--- config.mk ---
export PLATFORM = sky130hd
export DESIGN_NAME = tr_rx_symbol_path
export DESIGN_NICKNAME = d
export VERILOG_FILES = /design/src/rtl/tr_rx_pkg.sv /design/src/rtl/tr_rx_symbol_path.sv
export SDC_FILE = /design/constraint.sdc
export NUM_CORES = 1
export LEC_CHECK = 0
export CORE_ASPECT_RATIO = 0.6
export CORE_UTILIZATION = 45
export CTS_CLUSTER_DIAMETER = 80
export DETAILED_ROUTE_END_ITERATION = 16
export SLEW_MARGIN = 20
export SYNTH_ARGS = -nofsm -noshare
export SYNTH_HDL_FRONTEND = slang
export SYNTH_SLANG_ARGS = --single-unit
--- constraint.sdc ---
create_clock -name clk -period 5.2 [get_ports clk]
set_input_delay 1.04 -clock clk [delete_from_list [all_inputs] [get_ports clk]]
set_output_delay 1.04 -clock clk [all_outputs]
set_load 0.005 [all_outputs]
--- src/rtl/tr_rx_pkg.sv ---
package tr_rx_pkg;
  localparam int OCT_SYMS = 8;
  localparam int CNT_W = $clog2(OCT_SYMS);

  typedef enum logic [1:0] {
    SYM_ZERO = 2'd0,
    SYM_ONE  = 2'd1,
    SYM_J    = 2'd2,
    SYM_K    = 2'd3
  } symT;

  typedef enum logic [1:0] {
    OCT_DATA,
    OCT_START,
    OCT_END,
    OCT_BAD
  } octT;

  typedef struct packed {
    logic shift;
    logic clearWin;
    logic crcInit;
    logic byteAccept;
    logic edCapture;
  } strobeT;
endpackage

--- src/rtl/tr_rx_symbol_path.sv ---
module tr_rx_symbol_path
  import tr_rx_pkg::*;
#(
  parameter int CRC_W = 32,
  parameter logic [CRC_W-1:0] CRC_POLY = 32'h04C11DB7,
  parameter logic [CRC_W-1:0] CRC_RESIDUE = 32'hC704DD7B
) (
  input  logic clk,
  input  logic rstN,
  input  logic halfFirst,
  input  logic halfSecond,
  input  strobeT stb,
  output octT  octetKind,
  output logic statusOk,
  output logic [OCT_SYMS-1:0] dataByte,
  output logic dataValid
);
  // Window slot 0 is the newest symbol, slot OCT_SYMS-1 the oldest.
  localparam int A_FIRST = OCT_SYMS - 1;
  localparam int C_FIRST = OCT_SYMS - 2;
  localparam int A_SECOND = OCT_SYMS - 5;
  localparam int C_SECOND = OCT_SYMS - 6;

  logic lastHalf;
  symT newSym;
  symT win [OCT_SYMS];
  symT winNext [OCT_SYMS];
  logic [OCT_SYMS-1:0] isData;
  logic [OCT_SYMS-1:0] octBits;
  logic [CRC_W-1:0] crcReg;
  logic eReg;
  logic isStart, isEnd;

  function automatic logic [CRC_W-1:0] crcStep(input logic [CRC_W-1:0] seed,
                                               input logic [OCT_SYMS-1:0] octet);
    logic [CRC_W-1:0] acc;
    logic fb;
    acc = seed;
    for (int k = OCT_SYMS - 1; k >= 0; k--) begin
      fb = acc[CRC_W-1] ^ octet[k];
      acc = {acc[CRC_W-2:0], 1'b0} ^ (fb ? CRC_POLY : '0);
    end
    return acc;
  endfunction

  // Cell classification against the level left by the previous cell.
  always_comb begin
    if (halfFirst != halfSecond)
      newSym = (halfFirst == lastHalf) ? SYM_ONE : SYM_ZERO;
    else
      newSym = (halfFirst == lastHalf) ? SYM_J : SYM_K;
  end

  assign winNext[0] = newSym;
  for (genvar i = 0; i < OCT_SYMS; i++) begin : g_slot
    if (i > 0) begin : g_link
      assign winNext[i] = win[i-1];
    end
    assign isData[i]  = (winNext[i] == SYM_ZERO) || (winNext[i] == SYM_ONE);
    assign octBits[i] = (winNext[i] == SYM_ONE);
  end

  always_comb begin
    isStart = (winNext[7] == SYM_J) && (winNext[6] == SYM_K) && (winNext[5] == SYM_ZERO) &&
              (winNext[4] == SYM_J) && (winNext[3] == SYM_K) && (winNext[2] == SYM_ZERO) &&
              (winNext[1] == SYM_ZERO) && (winNext[0] == SYM_ZERO);
    isEnd   = (winNext[7] == SYM_J) && (winNext[6] == SYM_K) && (winNext[5] == SYM_ONE) &&
              (winNext[4] == SYM_J) && (winNext[3] == SYM_K) && (winNext[2] == SYM_ONE) &&
              isData[1] && isData[0];
    if (&isData)      octetKind = OCT_DATA;
    else if (isStart) octetKind = OCT_START;
    else if (isEnd)   octetKind = OCT_END;
    else              octetKind = OCT_BAD;
  end

  assign statusOk = (crcReg == CRC_RESIDUE) && !eReg &&
                    (octBits[A_FIRST] == octBits[A_SECOND]) &&
                    (octBits[C_FIRST] == octBits[C_SECOND]);

  always_ff @(posedge clk) begin
    if (!rstN) begin
      lastHalf <= 1'b0;
      for (int i = 0; i < OCT_SYMS; i++) win[i] <= SYM_ZERO;
      crcReg <= '1;
      eReg <= 1'b0;
      dataByte <= '0;
      dataValid <= 1'b0;
    end else begin
      lastHalf <= halfSecond;
      if (stb.clearWin) begin
        for (int i = 0; i < OCT_SYMS; i++) win[i] <= SYM_ZERO;
      end else if (stb.shift) begin
        for (int i = 0; i < OCT_SYMS; i++) win[i] <= winNext[i];
      end
      if (stb.crcInit) crcReg <= '1;
      else if (stb.byteAccept) crcReg <= crcStep(crcReg, octBits);
      if (stb.edCapture) eReg <= octBits[0];
      dataValid <= stb.byteAccept;
      if (stb.byteAccept) dataByte <= octBits;
    end
  end
endmodule

-- Word-level counts from Yosys, hierarchy flattened
Memory sizes are Yosys's and may differ from the RTL's.
Cells that the tools add are included.
- bits of input ports: 9
- ROM bits: 0
- latch bits: 0
- output and inout bits: 12
- memories: 1
- register bits after elaboration: 43
- logic and storage cells: 129
- bits in writable memories: 16
- $add $sub $neg: 0
- multiplexer cells: 38
- shift-type cells: 0
- div/mod/pow operators: 0
- bitwise gates (word level): 33
- eq/ne operators: 17
- magnitude comparators: 0
- $mul: 0
- reductions and logical operators: 35
- memory list (memory ; words ; width ; read ports ; clocked after Yosys merged registers in ; write ports ; RTL line ; source):
    win ; 8 ; 2 ; 7 ; 0 ; 8 ; tr_rx_symbol_path.sv:26 ; symT win [OCT_SYMS];
- operators by type and width (kind ; number):
    32-bit by 27-bit XOR with 32-bit output ; 8
    27-bit two-way mux ; 8
    2-bit two-way mux ; 19
    32-bit == test, second input constant ; 1
    2-bit by 1-bit == test with 1-bit output, second input constant ; 8
    1-bit logical AND ; 16
    2-bit logical NOT ; 8
    1-bit bitwise OR ; 16
    1-bit two-way mux ; 11
    2-bit == test, second input constant ; 4
    1-bit logical OR ; 8
    8-bit AND reduction ; 1
    1-bit XOR ; 8
    1-bit == test ; 3
    2-bit OR reduction ; 1
    1-bit logical NOT ; 1
    1-bit != test ; 1
    1-bit NOT ; 1

-- Longest topological paths before layout
An unclocked memory read counts as a cell.
- word-level depth: 26
- depth in mapped cells: 9
- mapped depth without buffers: 9

-- Least setup slack after synthesis
OpenSTA, ideal clock, no wires.
- path type: input-to-reg
- from: in halfFirst
- to: reg crcReg[8]
- cell stages on the path: 9
- path slack: 1.848 ns
- setup time: 0.114 ns
- path buffers: 0
- required time: 5.086 ns
- arrival time: 3.238 ns
- path through: xor2_1 > inv_1 > ha_1 > xnor2_2 > xnor3_1 > xnor3_2 > xnor3_2 > xnor2_1 > a21o_1
- cells in the longest elaborated chain, start to end: 7
- elaborated cells on any way between the ends: 9
- those cells by class: 3 x eq/ne; 4 x mux; 2 x bitwise
- ends and longest elaborated chain (element ; RTL line ; source):
    from (decl) ; tr_rx_symbol_path.sv:10 ; input logic halfFirst,
    1-bit == test ; tr_rx_symbol_path.sv:49, tr_rx_symbol_path.sv:51 ;
    1-bit two-way mux (on tied branches) ; tr_rx_symbol_path.sv:51, tr_rx_symbol_path.sv:49 ;
    2-bit two-way mux (*) ; tr_rx_symbol_path.sv:48 ; if (halfFirst != halfSecond)
    2-bit by 1-bit == test with 1-bit output (*) ; tr_rx_symbol_path.sv:60 ; assign octBits[i] = (winNext[i] == SYM_ONE);
    via octBits[0] ; tr_rx_symbol_path.sv:29 ; logic [OCT_SYMS-1:0] octBits;
    1-bit XOR (*) ; tr_rx_symbol_path.sv:40 ; fb = acc[CRC_W-1] ^ octet[k];
    27-bit two-way mux (*) ; tr_rx_symbol_path.sv:41 ; acc = {acc[CRC_W-2:0], 1'b0} ^ (fb ? CRC_POLY : '0);
    32-bit by 27-bit XOR with 32-bit output (*) ; tr_rx_symbol_path.sv:41 ;
    to (signal assigned) ; tr_rx_symbol_path.sv:96 ; else if (stb.byteAccept) crcReg <= crcStep(crcReg, octBits);
    to (decl) ; tr_rx_symbol_path.sv:30 ; logic [CRC_W-1:0] crcReg;
Mark *: on every way through the listed nets, which the timed path passes. The rest lies on a longest branch.
A chain may end at the register's enable or synchronous reset.

-- Final worst setup path
- from: in halfFirst
- to: out octetKind[1]
- cells in the longest elaborated chain, start to end: 7
- elaborated cells on any way between the ends: 12
- those cells by class: 3 x eq/ne; 5 x mux; 4 x reduce/logical
- ends and longest elaborated chain (element ; RTL line ; source):
    1-bit == test ; tr_rx_symbol_path.sv:49, tr_rx_symbol_path.sv:51 ;
    1-bit two-way mux (on tied branches) ; tr_rx_symbol_path.sv:51, tr_rx_symbol_path.sv:49 ;
    2-bit two-way mux (*) ; tr_rx_symbol_path.sv:48 ;
    2-bit by 1-bit == test with 1-bit output (*) ; -- ;
    via octBits[0] ; tr_rx_symbol_path.sv:29 ;
    1-bit logical OR (*) ; tr_rx_symbol_path.sv:59 ; assign isData[i] = (winNext[i] == SYM_ZERO) || (winNext[i] == SYM_ONE);
    8-bit AND reduction (*) ; tr_rx_symbol_path.sv:70 ; if (&isData) octetKind = OCT_DATA;
    2-bit two-way mux (*) ; tr_rx_symbol_path.sv:70 ;
    to (decl) ; tr_rx_symbol_path.sv:13 ; output octT octetKind,
Marked as above.

==> run summary <==
Status - complete, no violations
Routed length per instance - 16.8 um
Post-route clock period utilization - 0.763
Prevailing post-synth register cell - dfxtp_1
Vias in the first global route - 2028
Mapped cell area - 3130 sq um
First-pass GRT wire length - 11500 um
Warnings, synthesis - 0
Chip Height - 66.6 um
R2r worst-path depth - 9
Initial antenna violation count - 0
VDD IR-drop max - 178 uV
Area grow syn2layout - 17.7%
Sequential Area - 1260 sq um
Crit path required time - 4.16 ns
Synth area leader - dfxtp_1
Top post-synthesis cells by area - dfxtp_1 (29%), edfxtp_1 (12%), xnor2_1 (9.8%)
Core Footprint - 6710 sq um
RD Place Congestion - 0.846
Top delay family on crit path - buffers and inverters
DR pass1 iterations - 5
Resized Gates After CTS - 0
Row count - 23
Inserted Diodes - 0
Max incr delay on CP - 0.52 ns
Post-place setup slack - 1.14 ns
Detailed placer's ending HPWL - 5110 um
ANT nets after route - 0
Pins Over Slew Limit - 0
Crit path kind - in -> out
Vias - 2247
Vias per Instance - 5.27
Leak - 1.46 nW
Total power - 1.46 mW
Minimum clock period - 3.97 ns
Unrepaired setup endpoints after global routing - no
Top Ports - 21
Largest net degree at the start of global routing - 40
Syn avg cell area - 9.95 sq um
Number of buffers added on ports - 20
CP max-delay cell - clkdlybuf4s50_1
Setup bufs post-CTS - 0
Final hold violations - 0
Final nets - 345
CP cell instances - clkdlybuf4s50_1, xor2_1, inv_1, ha_1, nor2_1, nor2_1, a31oi_1, clkdlybuf4s50_1
Die X - 110 um
CP Capture Type - primary output
DRC - 0
Initial DRC Count - 134
Cells after DPL - 410
Final setup margin - 1.23 ns
Endpoints failing setup - 0
Max Fclk - 0.252 GHz
Post-synth EDFFs - 12
Clk root buf - clkbuf_16
Most common cell in the synthesized netlist - dfxtp_1
Normalized max-slew margin - 0.382
H-tree depth - 3
DP Area - 3400 sq um
Hold Crit Start - crcReg[2]
Worst Hold Path Cells - 2
Grt ovf - 0
Layout fillers - 612
Die area - 7290 sq um
Register area share after synthesis - 0.404
Synth cell count leaders - dfxtp_1 (45), nor2_1 (40), xnor2_1 (35)
Clk_skew - 0.00932 ns
Share of layout cells above drive strength 1 - 0.0767
Clock latency on the worst-skew pair - 0.33 ns
Drt total wl - 7170 um
Multi-input logic area - 1790 sq um
Power Density - 397 nW/um^2
Yosys top cell area share - 0.288
CTS sink cnt - 57
Syn Nets - 325
Setup crit start - halfFirst
CP bufs+invs - 3
Ys async rst share - 0
CTS max path bufs - 2
Distinct cells, synth - 37
Crit. path cell count - 8
Synth Register Bits - 57
Hold buffers post-CTS - 0
Setup crit start kind - input pin
Clock slew at reported path FFs - 0.04 ns
TritonCTS buffer count - 9
Fin area - 3680 sq um
Worst endpoint data arrival time - 2.93 ns
TNS Setup - 0 ns
Cells after Synth - 314
Worst slew pin tran - 0.921 ns
Number of max-cap violations - 0
Crit-path max FO - 4
Starting Density - 0.466
Worst hold-check path type - reg -> reg
GRT Util Overall - 0.225
CTS tree - done
Origin of the critical flop-to-flop path - lastHalf
Fin cells - 426
## power by group
group          total, mW  switching, mW  internal [mW]
Clock              0.544          0.198          0.346
Combinational      0.402          0.194          0.208
Sequential         0.513         0.0301          0.483
## final timing paths
path / end / slack, ns
setup reg to reg: crcReg[11] / 2.37
hold reg to reg: crcReg[2] / 0.52
setup / recovery: octetKind[1] / 1.23
hold / removal: crcReg[2] / 0.52
## layer usage
layer	routed length [um]	part of all wire	vias to the layer above	global-route usage
li1	-	-	1093	-
met1	3940	0.55	1065	0.353
met2	2540	0.35	79	0.273
met3	598	0.083	10	0.0812
met4	87	0.012	0	0.0650
met5	0	0	-	0
## worst reg2reg max path, cell delays in order (launching register included)
cell and delay, ns:
dfxtp_1 0.32, xor2_1 0.18, inv_1 0.06, ha_1 0.29, xnor2_2 0.30, xnor3_1 0.28, xnor3_2 0.48, xnor3_2 0.48
xnor2_1 0.15, a21o_1 0.18
## registers in the layout, indices dropped and copies added (netlist names)
| name | count |
|---|---|
| crcReg | 32 |
| dataByte | 8 |
| dataValid | 1 |
| eReg | 1 |
| lastHalf | 1 |
| win | 14 |
## area by class of cell
type,count,share of cell area
Multi-Input combinational cell,238,0.487
Sequential cell,57,0.343
Clock buffer,13,0.0708
Timing Repair Buffer,22,0.0585
Tap cell,87,0.0296
Inverter,6,0.00612
Clock inverter,3,0.00476
## logic make-up after synthesis
logic type / Yosys count / share of synthesized area
AO/OA/AOI/OAI: 36 / 0.0693
flip-flops: 57 / 0.404
XOR/XNOR: 72 / 0.263
buffers and inverters: 19 / 0.0240
AND/OR/NAND/NOR: 116 / 0.194
adder cells (fa/ha/maj): 2 / 0.00801
multiplexers: 12 / 0.0384
## through the flow
stage                     utilization  hold slack [ns]
final                           0.548            0.516
after global routing            0.548            0.566
after CTS                       0.548            0.525
after detailed placement        0.507            0.515
after global placement          0.507            0.496
after floorplan                     -            0.484
## cells in the final DEF (no fill, tap or decap), types with 12 or more instances in the layout
cell type         n
edfxtp_1         12
and2_1           15
xnor2_1          35
o21ai_0          22
xor2_1           22
nor2b_1          15
mux2i_1          12
nand2_1          20
dfxtp_1          45
clkdlybuf4s50_1  20
nor2_1           40
Note: power is estimated with default switching activity, not from simulation.
